## src/rtl/rxr_pkg.sv

```systemverilog
package rxr_pkg;
    localparam int LINE_BYTES = 64;
    localparam int DESC_BYTES = 16;

    typedef enum logic [2:0] {
        ST_IDLE  = 3'd0,
        ST_DRD   = 3'd1,
        ST_DWAIT = 3'd2,
        ST_HDR   = 3'd3,
        ST_PAY   = 3'd4,
        ST_STS   = 3'd5
    } seq_st_e;

    typedef enum logic [1:0] {
        WK_HDR = 2'd0,
        WK_PAY = 2'd1,
        WK_STS = 2'd2
    } wr_kind_e;
endpackage

```

## src/rtl/rxr_ring_ptr.sv

```systemverilog
module rxr_ring_ptr #(
    parameter int IDX_W = 4
) (
    input  logic             clk,
    input  logic             rst_n,
    input  logic             tail_wr,
    input  logic [IDX_W-1:0] tail_val,
    input  logic             cons_inc,
    output logic [IDX_W-1:0] prod_idx,
    output logic [IDX_W-1:0] cons_idx,
    output logic             ring_empty
);
    typedef struct packed {
        logic [IDX_W-1:0] prod;
        logic [IDX_W-1:0] cons;
    } ptr_t;

    ptr_t p_d, p_q;

    always_comb begin
        p_d = p_q;
        if (tail_wr) p_d.prod = tail_val;
        if (cons_inc) p_d.cons = p_q.cons + IDX_W'(1);
    end

    always_ff @(posedge clk or negedge rst_n) begin
        if (!rst_n) p_q <= '0;
        else        p_q <= p_d;
    end

    assign prod_idx   = p_q.prod;
    assign cons_idx   = p_q.cons;
    assign ring_empty = (p_q.prod == p_q.cons);
endmodule

```

## src/rtl/rxr_irq_mod.sv

```systemverilog
module rxr_irq_mod #(
    parameter int PKT_THR = 4,
    parameter int TMR_THR = 64
) (
    input  logic clk,
    input  logic rst_n,
    input  logic pkt_done,
    input  logic irq_ack,
    output logic irq
);
    localparam int CNT_W = $clog2(PKT_THR + 1);
    localparam int TMR_W = $clog2(TMR_THR + 1);

    typedef struct packed {
        logic [CNT_W-1:0] cnt;
        logic [TMR_W-1:0] tmr;
        logic             irq;
    } mod_t;

    mod_t m_d, m_q;

    always_comb begin
        m_d = m_q;
        if (irq_ack) begin
            m_d = '0;
        end else begin
            if (pkt_done && m_q.cnt != CNT_W'(PKT_THR))
                m_d.cnt = m_q.cnt + CNT_W'(1);
            if (m_q.cnt != '0 && !m_q.irq && m_q.tmr != TMR_W'(TMR_THR))
                m_d.tmr = m_q.tmr + TMR_W'(1);
            m_d.irq = m_q.irq || (m_d.cnt == CNT_W'(PKT_THR))
                              || (m_d.tmr == TMR_W'(TMR_THR));
        end
    end

    always_ff @(posedge clk or negedge rst_n) begin
        if (!rst_n) m_q <= '0;
        else        m_q <= m_d;
    end

    assign irq = m_q.irq;
endmodule

```

## src/rtl/rxr_seq.sv

```systemverilog
module rxr_seq
    import rxr_pkg::*;
#(
    parameter int IDX_W  = 4,
    parameter int ADDR_W = 32,
    parameter int CPU_W  = 3,
    parameter int LEN_W  = 11,
    parameter int DROP_W = 8
) (
    input  logic                clk,
    input  logic                rst_n,
    input  logic [ADDR_W-1:0]   ring_base,
    input  logic [IDX_W-1:0]    cons_idx,
    input  logic                ring_empty,
    input  logic                pkt_valid,
    input  logic [LEN_W-1:0]    pkt_len,
    input  logic                pkt_dca,
    input  logic [CPU_W-1:0]    pkt_cpu,
    output logic                pkt_ready,
    output logic                rd_valid,
    input  logic                rd_ready,
    output logic [ADDR_W-1:0]   rd_addr,
    input  logic                rd_rsp_valid,
    input  logic [2*ADDR_W-1:0] rd_rsp_data,
    output logic                wr_valid,
    input  logic                wr_ready,
    output logic [ADDR_W-1:0]   wr_addr,
    output logic [1:0]          wr_kind,
    output logic [LEN_W-1:0]    wr_len,
    output logic                wr_dca,
    output logic [CPU_W-1:0]    wr_cpu,
    output logic                cons_inc,
    output logic [DROP_W-1:0]   drop_cnt
);
    localparam int LSH     = $clog2(LINE_BYTES);
    localparam int DSH     = $clog2(DESC_BYTES);
    localparam int LINES_W = LEN_W + 1 - LSH;

    typedef struct packed {
        seq_st_e            st;
        logic [LEN_W-1:0]   len;
        logic               dca;
        logic [CPU_W-1:0]   cpu;
        logic [ADDR_W-1:0]  hdr;
        logic [ADDR_W-1:0]  pay;
        logic [LINES_W-1:0] left;
        logic [DROP_W-1:0]  drops;
    } seq_t;

    seq_t s_d, s_q;
    logic [LEN_W:0]     len_rnd;
    logic [ADDR_W-1:0]  desc_addr;

    assign len_rnd   = {1'b0, pkt_len} + (LEN_W+1)'(LINE_BYTES - 1);
    assign desc_addr = ring_base + (ADDR_W'(cons_idx) << DSH);

    always_comb begin
        s_d = s_q;
        unique case (s_q.st)
            ST_IDLE: if (pkt_valid) begin
                if (ring_empty) begin
                    s_d.drops = s_q.drops + DROP_W'(1);
                end else begin
                    s_d.len  = pkt_len;
                    s_d.dca  = pkt_dca;
                    s_d.cpu  = pkt_cpu;
                    s_d.left = len_rnd[LEN_W:LSH];
                    s_d.st   = ST_DRD;
                end
            end
            ST_DRD:   if (rd_ready) s_d.st = ST_DWAIT;
            ST_DWAIT: if (rd_rsp_valid) begin
                s_d.hdr = rd_rsp_data[ADDR_W-1:0];
                s_d.pay = rd_rsp_data[2*ADDR_W-1:ADDR_W];
                s_d.st  = ST_HDR;
            end
            ST_HDR:   if (wr_ready) s_d.st = (s_q.left != '0) ? ST_PAY : ST_STS;
            ST_PAY:   if (wr_ready) begin
                s_d.pay  = s_q.pay + ADDR_W'(LINE_BYTES);
                s_d.left = s_q.left - LINES_W'(1);
                if (s_q.left == LINES_W'(1)) s_d.st = ST_STS;
            end
            ST_STS:   if (wr_ready) s_d.st = ST_IDLE;
            default:  s_d.st = ST_IDLE;
        endcase
    end

    always_ff @(posedge clk or negedge rst_n) begin
        if (!rst_n) s_q <= '0;
        else        s_q <= s_d;
    end

    always_comb begin
        wr_addr = desc_addr;
        wr_kind = WK_STS;
        unique case (s_q.st)
            ST_HDR:  begin wr_addr = s_q.hdr; wr_kind = WK_HDR; end
            ST_PAY:  begin wr_addr = s_q.pay; wr_kind = WK_PAY; end
            default: begin wr_addr = desc_addr; wr_kind = WK_STS; end
        endcase
    end

    assign pkt_ready = (s_q.st == ST_IDLE);
    assign rd_valid  = (s_q.st == ST_DRD);
    assign rd_addr   = desc_addr;
    assign wr_valid  = (s_q.st == ST_HDR) || (s_q.st == ST_PAY) || (s_q.st == ST_STS);
    assign wr_len    = (s_q.st == ST_STS) ? s_q.len : '0;
    assign wr_dca    = s_q.dca;
    assign wr_cpu    = s_q.cpu;
    assign cons_inc  = (s_q.st == ST_STS) && wr_ready;
    assign drop_cnt  = s_q.drops;
endmodule

```

## src/rtl/rx_ring_engine.sv

```systemverilog
module rx_ring_engine #(
    parameter int IDX_W   = 4,
    parameter int ADDR_W  = 32,
    parameter int CPU_W   = 3,
    parameter int LEN_W   = 11,
    parameter int DROP_W  = 8,
    parameter int PKT_THR = 4,
    parameter int TMR_THR = 64
) (
    input  logic                clk,
    input  logic                rst_n,
    input  logic [ADDR_W-1:0]   ring_base,
    input  logic                tail_wr,
    input  logic [IDX_W-1:0]    tail_val,
    input  logic                pkt_valid,
    input  logic [LEN_W-1:0]    pkt_len,
    input  logic                pkt_dca,
    input  logic [CPU_W-1:0]    pkt_cpu,
    output logic                pkt_ready,
    output logic                rd_valid,
    input  logic                rd_ready,
    output logic [ADDR_W-1:0]   rd_addr,
    input  logic                rd_rsp_valid,
    input  logic [2*ADDR_W-1:0] rd_rsp_data,
    output logic                wr_valid,
    input  logic                wr_ready,
    output logic [ADDR_W-1:0]   wr_addr,
    output logic [1:0]          wr_kind,
    output logic [LEN_W-1:0]    wr_len,
    output logic                wr_dca,
    output logic [CPU_W-1:0]    wr_cpu,
    output logic                irq,
    input  logic                irq_ack,
    output logic [IDX_W-1:0]    cons_idx,
    output logic [DROP_W-1:0]   drop_cnt
);
    logic [IDX_W-1:0] prod_idx;
    logic             ring_empty;
    logic             cons_inc;

    rxr_ring_ptr #(.IDX_W(IDX_W)) i_ptr (
        .clk(clk), .rst_n(rst_n),
        .tail_wr(tail_wr), .tail_val(tail_val), .cons_inc(cons_inc),
        .prod_idx(prod_idx), .cons_idx(cons_idx), .ring_empty(ring_empty)
    );

    rxr_seq #(
        .IDX_W(IDX_W), .ADDR_W(ADDR_W), .CPU_W(CPU_W),
        .LEN_W(LEN_W), .DROP_W(DROP_W)
    ) i_seq (
        .clk(clk), .rst_n(rst_n),
        .ring_base(ring_base), .cons_idx(cons_idx), .ring_empty(ring_empty),
        .pkt_valid(pkt_valid), .pkt_len(pkt_len), .pkt_dca(pkt_dca),
        .pkt_cpu(pkt_cpu), .pkt_ready(pkt_ready),
        .rd_valid(rd_valid), .rd_ready(rd_ready), .rd_addr(rd_addr),
        .rd_rsp_valid(rd_rsp_valid), .rd_rsp_data(rd_rsp_data),
        .wr_valid(wr_valid), .wr_ready(wr_ready), .wr_addr(wr_addr),
        .wr_kind(wr_kind), .wr_len(wr_len), .wr_dca(wr_dca), .wr_cpu(wr_cpu),
        .cons_inc(cons_inc), .drop_cnt(drop_cnt)
    );

    rxr_irq_mod #(.PKT_THR(PKT_THR), .TMR_THR(TMR_THR)) i_irq (
        .clk(clk), .rst_n(rst_n),
        .pkt_done(cons_inc), .irq_ack(irq_ack), .irq(irq)
    );
endmodule

```

## config.mk

```make
export PLATFORM = sky130hd
export DESIGN_NAME = rx_ring_engine
export DESIGN_NICKNAME = d
export VERILOG_FILES = /design/src/rtl/rxr_pkg.sv /design/src/rtl/rxr_ring_ptr.sv /design/src/rtl/rxr_irq_mod.sv /design/src/rtl/rxr_seq.sv /design/src/rtl/rx_ring_engine.sv
export SDC_FILE = /design/constraint.sdc
export NUM_CORES = 1
export LEC_CHECK = 0
export ABC_CLOCK_PERIOD_IN_PS = 3050
export BUFFER_PORTS_ARGS = -buffer_cell sky130_fd_sc_hd__buf_2
export CORE_ASPECT_RATIO = 1.25
export CORE_MARGIN = 2
export CORE_UTILIZATION = 50
export CTS_CLUSTER_SIZE = 12
export DETAILED_ROUTE_END_ITERATION = 12
export PLACE_DENSITY = 0.78
export RECOVER_POWER = 25
export SYNTH_ARGS = -nofsm -noshare
export SYNTH_HDL_FRONTEND = slang
export SYNTH_HIERARCHICAL = 1
export SYNTH_SLANG_ARGS = --single-unit
```

## constraint.sdc

```tcl
create_clock -name clk -period 3.05 [get_ports clk]
set_clock_uncertainty 0.15 [all_clocks]
set_input_delay 0.1525 -clock clk [delete_from_list [all_inputs] [get_ports clk]]
set_output_delay 0.1525 -clock clk [all_outputs]
set_load 0.03 [all_outputs]
```

# After elaboration in Yosys (flattened, before gate mapping)
# Index checks and enable logic that the tools add are counted.
[word_totals]
ff_bits = 115
in_bits = 123
output_inout_bits = 97
[op_classes]
addsub = 8
n_eq_ne = 19
n_mux = 25
bitwise_logic = 1
reduce_logical = 20
[op_table]
columns = ["cell", "n"]
rows = [
  ["one-hot mux 32 bit (2 select lines)", 2],
  ["two-way mux 38 bit", 1],
  ["two-way mux 18 bit", 2],
  ["adder 32 x 7 -> 32 bit (second input constant)", 1],
  ["adder 32 x 8 -> 32 bit", 1],
  ["two-way mux 32 bit", 1],
  ["two-way mux 3 bit", 8],
  ["two-way mux 11 bit", 2],
  ["one-hot mux 3 bit (6 select lines)", 1],
  ["two-way mux 14 bit", 1],
  ["two-way mux 7 bit", 2],
  ["adder 11 x 6 -> 12 bit (second input constant)", 1],
  ["!= test 2 bit (second input constant)", 6],
  ["one-hot mux 6 bit (2 select lines)", 1],
  ["== test 3 bit (second input constant)", 3],
  ["AND reduction 3 bit", 3],
  ["adder 8 x 1 -> 8 bit (second input constant)", 1],
  ["two-way mux 8 bit", 1],
  ["AND reduction 8 bit", 1],
  ["adder 7 x 1 -> 7 bit (second input constant)", 1],
  ["== test 7 bit (second input constant)", 1],
  ["!= test 7 bit (second input constant)", 1],
  ["== test 3 x 2 -> 1 bit (second input constant)", 2],
  ["== test 6 x 1 -> 1 bit (second input constant)", 1],
  ["20 further kinds", 28],
]

# Longest topological paths before layout
# Gate-level depths: netlist of run 1.
[depth]
depth_word = 9
mapped_depth = 9
depth_no_buf = 7

# Cells and area by module
# Netlist of run 1, hierarchy kept.
[modules_own_cells]
columns = ["module", "n_inst", "cells_per_inst", "area_each_um2", "seq_area_each_um2"]
rows = [
  ["rxr_seq", 1, 756, 6080.8, 2402.3],
  ["rxr_irq_mod", 1, 80, 765.7, 275.3],
  ["rxr_ring_ptr", 1, 24, 352.8, 200.2],
]

# Worst setup path after synthesis of run 1
# No wires, ideal clock.
[synth_timing]
path_kind = "register to output"
start = "register i_ptr.p_q, in the netlist i_ptr/cons_idx[0]"
end = "output wr_addr[24]"
arrival_ns = 2.688
slack_ns = 0.060
stages_incl_launch_ff = 8
n_path_buf = 0
cell_sequence = "dfrtp_1 > ha_1 > fa_1 > a211oi_1 > nor2_1 > nand4_1 > xnor2_1 > a221o_1"
[synth_between]
elab_chain_cells = 2
[synth_rtl]
columns = ["element", "line", "text"]
rows = [
  ["start: declaration", "rxr_ring_ptr.sv:18", "ptr_t p_d, p_q;"],
  ["start signal: assignment", "rxr_ring_ptr.sv:28", "else p_q <= p_d;"],
  ["adder 32 x 8 -> 32 bit", "rxr_seq.sv:55", "assign desc_addr = ring_base + (ADDR_W'(cons_idx) << DSH);"],
  ["via rd_addr[24]", "rx_ring_engine.sv:22", "output logic [ADDR_W-1:0] rd_addr,"],
  ["one-hot mux 32 bit (2 select lines)", "rxr_seq.sv:96", "unique case (s_q.st)"],
  ["end: declaration", "rx_ring_engine.sv:27", "output logic [ADDR_W-1:0] wr_addr,"],
]
# The timed path passes the listed nets, and every way through them passes these cells.

# Final worst setup path of run 1
[layout_timing]
start = "register i_ptr.p_q, in the netlist i_ptr/cons_idx[0]"
end = "output wr_addr[24]"
[layout_between]
elab_chain_cells = 2
[layout_rtl]
columns = ["element", "line"]
rows = [
  ["adder 32 x 8 -> 32 bit", "rxr_seq.sv:55"],
  ["one-hot mux 32 bit (2 select lines)", "rxr_seq.sv:96"],
]
# No other way between the ends.

==> metrics.md, run 1 <==
| Metric | Value |
|---|---|
| Status | `finished with violations` |
| Failing checks | `capacitance limit, slew limit` |
| Yosys warnings | `6` |
| Post-route insts no fill | `roughly 1300` |
| Async S/R FF share, synth | `100%` |
| Slew Limit Fails | `74` |
| WL final | `approximately 23 mm` |
| Seq/Total Area, Yosys | `roughly 40%` |
| Hold path endpoint | `i_seq/s_q[22]$_DFFE_PN0P_` |
| Initial DRC count | `456` |
| R2R Setup Slk | `between 0.6 and 0.7 ns` |
| Worst endpoint required time | `2.75 ns` |
| Clk_lat worst skew | `about 0.42 ns` |
| Library cells used by synthesis | `between 70 and 80` |
| Max Cap Viol | `1` |
| Mapped Area | `a little over 0.007 mm²` |
| Achievable Freq | `0.340 GHz` |
| WHS Path Cells | `3` |
| Hold Fails Final Rpt | `0` |
| Worst Setup End Kind | `output pin` |
| CTS H-tree lvls | `4` |
| Antenna-violating nets left | `0` |
| Die area | `~0.015 mm²` |
| Nets | `around 1300` |
| CTS tree | `built` |
| Vias in the first global route | `approximately 7500` |
| Slew margin rel. | `-25.3%` |
| CP Class | `reg -> out` |
| I/O Pins | `220` |
| Post-Synth Simple-Gate Area | `roughly 28%` |
| Port buffer count | `approximately 220` |
| ANT cells | `0` |
| Initial Util | `50.6%` |
| Post-route setup slack | `about 0.11 ns` |
| Core area | `between 0.01 and 0.015 mm²` |
| Fin crit share | `a little over nine tenths` |
| Min-delay worst type | `in -> reg` |
| CTS buffer count | `17` |
| Root Buffer | `clkbuf_16` |
| Pleak | `slightly below 5 nW` |
| Power density over the cells | `about 860 mW/mm²` |
| Post-Syn Instances | `860` |
| Post-place setup slack | `about 0.30 ns` |
| Pin count of the biggest net entering global routing | `74` |
| Share of post-route cells with drive strength above 1 | `a little over a quarter` |
| First-pass detailed-route iteration total | `5` |
| Main combinational cell family by area after synthesis | `simple AND/OR/NAND/NOR gates` |
| Setup TNS | `0 ns` |
| DP HPWL | `around 16 mm` |
| Post-synthesis mux area share | `1.53%` |
| Row Count | `49` |
| Final setup violation count | `0` |
| Via Count | `roughly 7500` |
| #FFs+latches synth | `115` |
| Post-route minimum period | `2.94 ns` |
| Fillers | `around 1100` |
| Unrepaired setup endpoints after global routing | `false` |
| Worst R2R Start | `i_ptr/cons_idx[0]$_DFFE_PN0P_` |
| Hold Startpoint | `rd_rsp_data[40]` |
| Synth Area in XOR/XNOR | `between 5 and 6%` |
| Drt via density | `around 5.6` |
| Top FF cell, synth | `dfrtp_1` |
| Antenna violations before repair | `3` |
| Synth Area in Compound Gates | `16.2%` |
| Avg Cell Area, Syn | `8.37 µm²` |
| Total track usage | `between 20 and 30%` |
| Worst-path maximum fanout | `6` |
| Reg-to-reg endpoint | `i_seq/s_q[94]$_DFFE_PN0P_` |
| Syn Nets | `about 1000` |
| Per-cell routed wire length | `17.2 µm` |
| RD Place Congestion | `approximately 0.9` |
| Global-route wire length before repair | `roughly 37 mm` |
| Multi-input gate area | `0.00399 mm²` |
| Total gr overflow | `0` |
| Clock sinks | `roughly 120` |
| Die W | `around 110 µm` |
| Chip Height | `138 µm` |
| Worst-path clk slew | `approximately 0.05 ns` |
| Longest Clk Path Bufs | `2` |
| CP arrival | `~2.6 ns` |
| Setup crit start kind | `flop` |
| Slew of the pin with the lowest slew margin | `between 1.5 and 2 ns` |
| Peak VDD IR | `between 0.5 and 0.6 mV` |
| Sequential Area | `approximately 0.0029 mm²` |
| # DRC | `0` |
| Adder-cell share of the synthesized area | `under 10%` |
| Post-synth EDFFs | `0` |
| Cells after DPL | `1218` |
| R2R depth | `8` |
| Area growth from synthesis to layout | `37.4%` |
[cells in the final DEF, fill, tap and decap left out, types with 4 or more instances in the layout]
cell type,netlist,routed
buf_2,15,204
nor4_1,4,4
nor3_1,13,13
mux2_2,6,6
a21o_1,17,17
xnor2_1,34,32
clkbuf_1,28,12
and3_1,12,12
clkinvlp_4,0,5
a31oi_1,6,6
xor2_1,13,13
ha_1,14,12
nand4_1,20,20
o22ai_1,8,8
and2_1,21,21
clkinv_2,0,4
nand3_1,35,35
inv_1,17,17
a311oi_1,4,4
nand2b_1,5,5
nand2_1,235,235
nor2_1,42,39
a221o_1,7,7
o22a_1,4,4
a21oi_1,37,37
or3_1,5,5
o21ai_0,23,22
buf_4,16,25
a22oi_1,9,9
a22o_1,11,11
a2bb2oi_1,9,9
dfrtp_1,115,115
clkbuf_16,0,17
nor2b_1,4,4
dlygate4sd3_1,0,86
[synth_stat cells, drive strengths merged, types with 14 or more instances]
cell type	n	share of area [%]
dfrtp	115	40
a21oi	38	2.7
nand2	236	12
nand3	35	2.4
ha	14	2.4
and2	22	1.9
nor3	15	1.2
clkbuf	28	1.5
buf	34	3.1
o21ai	23	1.6
nor2	42	2.2
a21o	17	1.8
xnor2	34	4.1
inv	18	0.94
nand4	22	2.2
[worst max-delay path, stage by stage, from the launching register on]
cell and delay (ns):
dfrtp_1 0.41, ha_4 0.18, fa_2 0.42, a211oi_4 0.27, nor2_2 0.09, buf_6 0.14, nand4_1 0.10, xnor2_2 0.09
a221o_1 0.34, buf_4 0.18
[registers in the layout, summed over array words and instances (netlist names)]
signal,flops
i_seq/wr_cpu,3
i_seq/wr_dca,1
i_seq/s_q,84
i_seq/drop_cnt,8
i_ptr/prod_idx,4
i_irq/m_q,10
i_ptr/cons_idx,4
i_irq/irq,1
[metrics by stage]
stage / total power, mW / util [%] / hold WS (ns) / cell area (µm²)
after global routing: 9.04 / 69.5 / 0.0346 / 9890
final: 8.53 / 69.5 / 0.00604 / 9890
after floorplan: 5.29 / - / -0.293 / 7200
after CTS: 8.49 / 69.3 / 0.000654 / 9850
after global placement: 6.29 / 59.0 / 0.192 / 8390
after detailed placement: 6.37 / 59.0 / 0.194 / 8390
[power by group]
part           internal (mW)  switching, mW
Combinational           1.40           2.48
Sequential              2.12          0.559
Clock                   1.24          0.728
[logic make-up after synthesis]
kind of cell / after synthesis
xor+xnor: 47
flops: 115
simple gates: 428
buf+inv: 80
mux: 10
compound gates: 165
fa+ha+maj: 15
[final cells by class]
class / count / area share (%)
sequential: 115 / 29.1
clock buffer: 19 / 4.58
inverter: 18 / 0.683
tap: 178 / 2.25
timing repair buffer: 330 / 21.7
multi-input combinational: 665 / 40.3
clock inverter: 13 / 1.37
[worst max path at each step]
stage / startpoint / endpoint / cells past startpoint
5_1_grt: i_ptr/cons_idx[0]$_DFFE_PN0P_ / wr_addr[18] / 9
3_5_place_dp: i_ptr/cons_idx[0]$_DFFE_PN0P_ / wr_addr[24] / 9
3_3_place_gp: i_ptr/cons_idx[0]$_DFFE_PN0P_ / wr_addr[24] / 9
4_1_cts: i_ptr/cons_idx[0]$_DFFE_PN0P_ / wr_addr[24] / 9
6_report: i_ptr/cons_idx[0]$_DFFE_PN0P_ / wr_addr[24] / 9
2_1_floorplan: i_ptr/cons_idx[0]$_DFFE_PN0P_ / wr_addr[24] / 7
[metal layers]
metal	vias up	global-route usage [%]	share of wire [%]
met4	2	15.2	4.0
met1	3525	34.5	39
met3	67	7.76	7.3
met2	331	50.4	50
met5	-	0	0.048
li1	3562	-	-
[repair_timing]
| action | CTS | global route |
|---|---|---|
| pin swaps | 1 | 3 |
| gates resized for setup | 2 | 13 |
| setup buffers | 1 | 1 |
| endpoints found under the setup margin | 10 | 5 |
| endpoints found under the hold margin | 163 | 0 |
| hold buffers | 86 | 0 |
Power figures use the tool's default switching activity.
==> run 2: changes to the inputs <==
Settings changed: CTS_BUF_LIST from default to sky130_fd_sc_hd__clkbuf_2.
==> metrics.md, run 2 (synthesis results as in run 1) <==
| Metric | Value |
|---|---|
| Core area | `0.0142 mm²` |
| Antenna violations before repair | `4` |
| Total track usage | `roughly 34%` |
| Slew Limit Fails | `74` |
| Final core occ | `78.5%` |
| First-pass detailed-route iteration total | `7` |
| Unrepaired setup endpoints after global routing | `true` |
| Die area | `0.0154 mm²` |
| Min-delay worst type | `in -> reg` |
| Post-route minimum period | `~3.4 ns` |
| Fin crit share | `111%` |
| Initial DRC count | `910` |
| Clock sinks | `115` |
| Worst Setup End Kind | `output pin` |
| Port buffer count | `219` |
| Nets | `1400` |
| Slew of the pin with the lowest slew margin | `around 1.9 ns` |
| Via Count | `roughly 8700` |
| Most frequent cells in the layout | `232 x nand2_1, 180 x dlygate4sd3_1, 171 x buf_2` |
| Pleak | `5.40 nW` |
| Chip Height | `around 140 µm` |
| CTS tree | `built` |
| Antenna-violating nets left | `0` |
| Worst-path cell chain | `ha_2 > fa_2 > a211oi_4 > nor2_2 > buf_6 > nand3_2 > xnor2_2 > a221o_1 > buf_6` |
| Row Count | `slightly below 50` |
| Slew margin rel. | `-27.2%` |
| I/O Pins | `220` |
| CTS H-tree lvls | `4` |
| CTS buffer count | `17` |
| Area growth from synthesis to layout | `55.1%` |
| CP arrival | `between 3 and 4 ns` |
| Pin count of the biggest net entering global routing | `between 70 and 80` |
| Setup TNS | `-4.37 ns` |
| Power density over the cells | `roughly 750 mW/mm²` |
| Achievable Freq | `roughly 0.29 GHz` |
| Total gr overflow | `0` |
| Longest Clk Path Bufs | `2` |
| Most common cell after layout, fill and taps aside | `nand2_1` |
| Number of flip-flops in the largest register | `84` |
| Hold Fails Final Rpt | `0` |
| Vias in the first global route | `approximately 8400` |
| CP max-delay cell | `a221o_1` |
| Initial Util | `around half` |
| Failing checks | `capacitance limit, slew limit, setup timing` |
| CP peak stage delay | `around 0.46 ns` |
| Per-cell routed wire length | `20.3 µm` |
| Drt via density | `approximately 6.0` |
| Root Buffer | `clkbuf_2` |
| Die W | `around 110 µm` |
| Worst-path clk slew | `about 0.2 ns` |
| Share of post-route cells with drive strength above 1 | `between 20% and 30%` |
| Post-route setup slack | `-0.346 ns` |
| Global-route wire length before repair | `around 42 mm` |
| WL final | `just under 30 mm` |
| # DRC | `0` |
| Status | `finished with violations` |
| Post-place setup slack | `0.303 ns` |
| DP HPWL | `15.7 mm` |
| Setup crit start kind | `flop` |
| Clk_lat worst skew | `a little over 0.7 ns` |
| Max Cap Viol | `1` |
| Fillers | `~860` |
| CP Class | `reg -> out` |
| Worst-path maximum fanout | `4` |
| RD Place Congestion | `between 0.9 and 1` |
| Peak VDD IR | `slightly above 0.5 mV` |
| Final setup violation count | `38` |
| Largest register by flop count | `i_seq/s_q` |
| Crit path top cell by count | `buf_6` |
| Worst endpoint required time | `approximately 2.8 ns` |
run 2: changes by cell type in the layout (fill, tap and decap cells not counted), moves of 5 or more:
cell | previous run | this run
dlygate4sd3_1 | 86 | 180
clkbuf_2 | 1 | 18
xnor2_1 | 32 | 16
clkbuf_1 | 12 | 4
nand3_1 | 35 | 29
nand3_2 | 0 | 5
xnor2_2 | 2 | 17
buf_4 | 25 | 40
clkbuf_16 | 17 | 0
buf_2 | 204 | 171
buf_6 | 1 | 46
run 2: what timing repair did:
action | 4_1_cts | 5_1_grt
hold buffers | 180 | 0
endpoints found under the setup margin | 39 | 55
pin swaps | 31 | 27
buffers inserted | 10 | 13
resized for setup | 74 | 75
endpoints found under the hold margin | 197 | 0
run 2: per-stage QoR:
step                cells  power, mW  hold slack, ns  cell area, µm²
finish               1457       8.36           0.117           11200
CTS                  1440       7.86         0.00851           10800
floorplan             860       5.29          -0.293            7200
detailed placement   1218       6.37           0.194            8390
global route         1456       8.78          0.0888           11200
global placement     1218       6.29           0.192            8390
run 2: cell type report:
class	instances	area [µm²]	area share, %
multi-input cells	665	4200	37.7
repair buffers	445	3550	31.8
flip-flops and latches	115	2880	25.8
well taps	178	223	1.99
clock inverters	15	143	1.28
clock buffers	17	85.1	0.762
inverters	18	67.6	0.605
diodes	4	10.0	0.0897
run 2: path summary, 6_finish.rpt:
check | cells past startpoint | start | endpoint | slack (ns)
max reg2reg | 10 | i_ptr/cons_idx[1]$_DFFE_PN0P_ | i_seq/s_q[84]$_DFFE_PN0P_ | 0.16
max in group asynchronous | 3 | rst_n | i_seq/s_q[95]$_DFFE_PN0P_ | 0.63
min reg2reg | 1 | i_seq/drop_cnt[7]$_DFFE_PN0P_ | i_seq/drop_cnt[7]$_DFFE_PN0P_ | 0.34
min | 4 | rd_rsp_data[22] | i_seq/s_q[68]$_DFFE_PN0P_ | 0.12
min in group asynchronous | 3 | rst_n | i_seq/s_q[32]$_DFFE_PN0P_ | 0.85
max | 9 | i_ptr/cons_idx[0]$_DFFE_PN0P_ | wr_addr[16] | -0.35
run 2: routing by layer:
| metal | vias up | wire length (µm) | track usage, % |
|---|---|---|---|
| met5 | - | 0 | 0 |
| met4 | 0 | 2470 | 20.7 |
| met3 | 227 | 2530 | 7.85 |
| met2 | 636 | 14500 | 59.9 |
| met1 | 4055 | 10100 | 37.7 |
| li1 | 3796 | - | - |
run 2: critical path: cells and delay by family (launching register included):
family          cells  cell delay [ns]
simple gates        2             0.20
buf+inv             2             0.35
fa+ha+maj           2             0.56
flops               1             0.42
compound gates      2             0.73
xor+xnor            1             0.11
run 2: report_power, final:
| part | internal, mW | switching (mW) |
|---|---|---|
| logic | 1.81 | 2.82 |
| clock network | 0.363 | 0.648 |
| registers | 2.11 | 0.612 |
==> run 3: changes to the inputs <==
Settings changed: RECOVER_POWER 25 to 100.
==> metrics.md, run 3 (synthesis results as in run 1) <==
| Metric | Value |
|---|---|
| Status | `finished with violations` |
| Failing checks | `capacitance limit, slew limit, setup timing` |
| Post-route minimum period | `3.40 ns` |
| Chip Height | `138 µm` |
| DP HPWL | `roughly 16 mm` |
| Fin crit share | `111%` |
| Min-delay worst type | `in -> reg` |
| Core area | `about 0.014 mm²` |
| Final setup violation count | `45` |
| CTS H-tree lvls | `4` |
| Initial DRC count | `between 700 and 800` |
| Clk_lat worst skew | `0.72 ns` |
| Area growth from synthesis to layout | `53.8%` |
| Bufs and invs on worst path | `2` |
| First-pass detailed-route iteration total | `8` |
| Final core occ | `around 78%` |
| Total gr overflow | `0` |
| Row Count | `49` |
| CP Class | `reg -> out` |
| Power density over the cells | `751 mW/mm²` |
| Most common cell after layout, fill and taps aside | `nand2_1` |
| Antenna violations before repair | `4` |
| WP depth | `9` |
| CP peak stage delay | `0.46 ns` |
| Largest register by flop count | `i_seq/s_q` |
| Drt via density | `between 5 and 6` |
| Post-route insts no fill | `around 1500` |
| Per-cell routed wire length | `20.4 µm` |
| Hold Fails Final Rpt | `0` |
| Crit path top cell by count | `buf_6` |
| Slew Limit Fails | `74` |
| Via Count | `just under 9000` |
| Die area | `0.0154 mm²` |
| CP max-delay cell | `a221o_1` |
| WL final | `around 30 mm` |
| Initial Util | `a little over 50%` |
| Pleak | `between 5 and 6 nW` |
| Top delay family on crit path | `compound AO/OA/AOI/OAI gates` |
| Die W | `roughly 110 µm` |
| Nets | `1400` |
| # DRC | `0` |
| Global-route wire length before repair | `between 40 and 50 mm` |
| Worst-path cell chain | `ha_2 > fa_2 > a211oi_4 > nor2_2 > buf_6 > nand3_2 > xnor2_2 > a221o_1 > buf_6` |
| Total track usage | `34.2%` |
| Pin count of the biggest net entering global routing | `between 70 and 80` |
| Setup crit start kind | `flop` |
| Clock sinks | `roughly 120` |
| Root Buffer | `clkbuf_2` |
| Worst-path clk slew | `approximately 0.19 ns` |
| Peak VDD IR | `0.529 mV` |
| Worst Setup End Kind | `output pin` |
| Unrepaired setup endpoints after global routing | `true` |
| Post-route setup slack | `-0.346 ns` |
| Max Cap Viol | `1` |
| Share of post-route cells with drive strength above 1 | `about a quarter` |
| RD Place Congestion | `about 0.92` |
| Cells after DPL | `approximately 1200` |
| CP arrival | `just over 3 ns` |
| Slew of the pin with the lowest slew margin | `1.91 ns` |
| WHS Path Cells | `4` |
| Longest Clk Path Bufs | `2` |
| Worst-path maximum fanout | `4` |
| R2R depth | `10` |
| Worst endpoint required time | `roughly 2.8 ns` |
| Most frequent cells in the layout | `232 x nand2_1, 180 x dlygate4sd3_1, 141 x buf_2` |
| Port buffer count | `between 200 and 250` |
| Number of flip-flops in the largest register | `84` |
| I/O Pins | `220` |
| CTS tree | `built` |
| Vias in the first global route | `8427` |
| Achievable Freq | `slightly below 0.3 GHz` |
| Antenna-violating nets left | `0` |
| CTS buffer count | `17` |
| Slew margin rel. | `-27.3%` |
-- run 3: cell types whose count changed in the layout (fill, tap and decap cells not counted), moves of 3 or more --
cell      previous run  this run
clkbuf_2            18        24
and2_0               0         6
and2_1              21        15
clkbuf_1             4        36
dfrtp_1            112       115
dfrtp_2              3         0
buf_4               40        32
buf_2              171       141
-- run 3: layout make-up --
cell class | instances | area [µm²]
Antenna cell | 4 | 10.0
Clock buffer | 17 | 85.1
Clock inverter | 15 | 143
Fill cell | 889 | 3150
Inverter | 18 | 67.6
Multi-Input combinational cell | 665 | 4180
Sequential cell | 115 | 2880
Tap cell | 178 | 223
Timing Repair Buffer | 445 | 3490
-- run 3: where the power goes --
| group | leakage (nW) | total (mW) | internal [mW] | switching [mW] |
|---|---|---|---|---|
| registers | 1.43 | 2.72 | 2.11 | 0.615 |
| clock network | 0.127 | 1.01 | 0.363 | 0.652 |
| logic | 3.72 | 4.58 | 1.76 | 2.82 |
| total | 5.27 | 8.31 | 4.23 | 4.08 |
-- run 3: worst paths after layout --
kind | slack [ns] | end | startpoint
max | -0.35 | wr_addr[16] | i_ptr/cons_idx[0]$_DFFE_PN0P_
min in group asynchronous | 0.84 | i_seq/s_q[32]$_DFFE_PN0P_ | rst_n
min | 0.11 | i_seq/s_q[68]$_DFFE_PN0P_ | rd_rsp_data[22]
min reg2reg | 0.35 | i_seq/drop_cnt[7]$_DFFE_PN0P_ | i_seq/drop_cnt[7]$_DFFE_PN0P_
max in group asynchronous | 0.52 | i_seq/s_q[18]$_DFFE_PN0P_ | rst_n
max reg2reg | -0.11 | i_seq/s_q[84]$_DFFE_PN0P_ | i_ptr/cons_idx[1]$_DFFE_PN0P_
-- run 3: routing by layer --
metal  global-route usage, %  share of wire, %  wire length [µm]
met3                    7.85               8.7              2590
met1                    37.7                34             10100
met2                    59.9                49             14600
met4                    20.7               8.3              2450
met5                       0                 0                 0
-- run 3: per-stage QoR --
| stage | worst slack, ns | total power, mW | area [µm²] | setup TNS [ns] | hold slack [ns] |
|---|---|---|---|---|---|
| final | -0.346 | 8.31 | 11100 | -4.93 | 0.112 |
| after detailed placement | 0.303 | 6.37 | 8390 | 0 | 0.194 |
| after floorplan | 0.0597 | 5.29 | 7200 | 0 | -0.293 |
| after CTS | -0.303 | 7.86 | 10800 | -5.02 | 0.00851 |
| after global routing | -0.507 | 8.73 | 11100 | -16.03 | 0.0888 |
| after global placement | 0.350 | 6.29 | 8390 | 0 | 0.192 |
-- run 3: worst register-to-register path, stage by stage, from the launching register on --
cell and delay (ns):
dfrtp_1 0.45, buf_6 0.13, clkbuf_1 0.15, xor2_1 0.18
nor4_1 0.67, nand2b_1 0.23, nor4_2 0.05, buf_4 0.22
nand2_1 0.13, dlygate4sd3_1 0.61, nand2_1 0.10
-- run 3: repair_timing --
action,CTS,global route
cloned,0,0
endpoints found under the setup margin,39,55
setup buffers,10,13
endpoints found under the hold margin,197,0
pin swaps,31,27
gates resized for setup,74,75
hold buffers,180,0
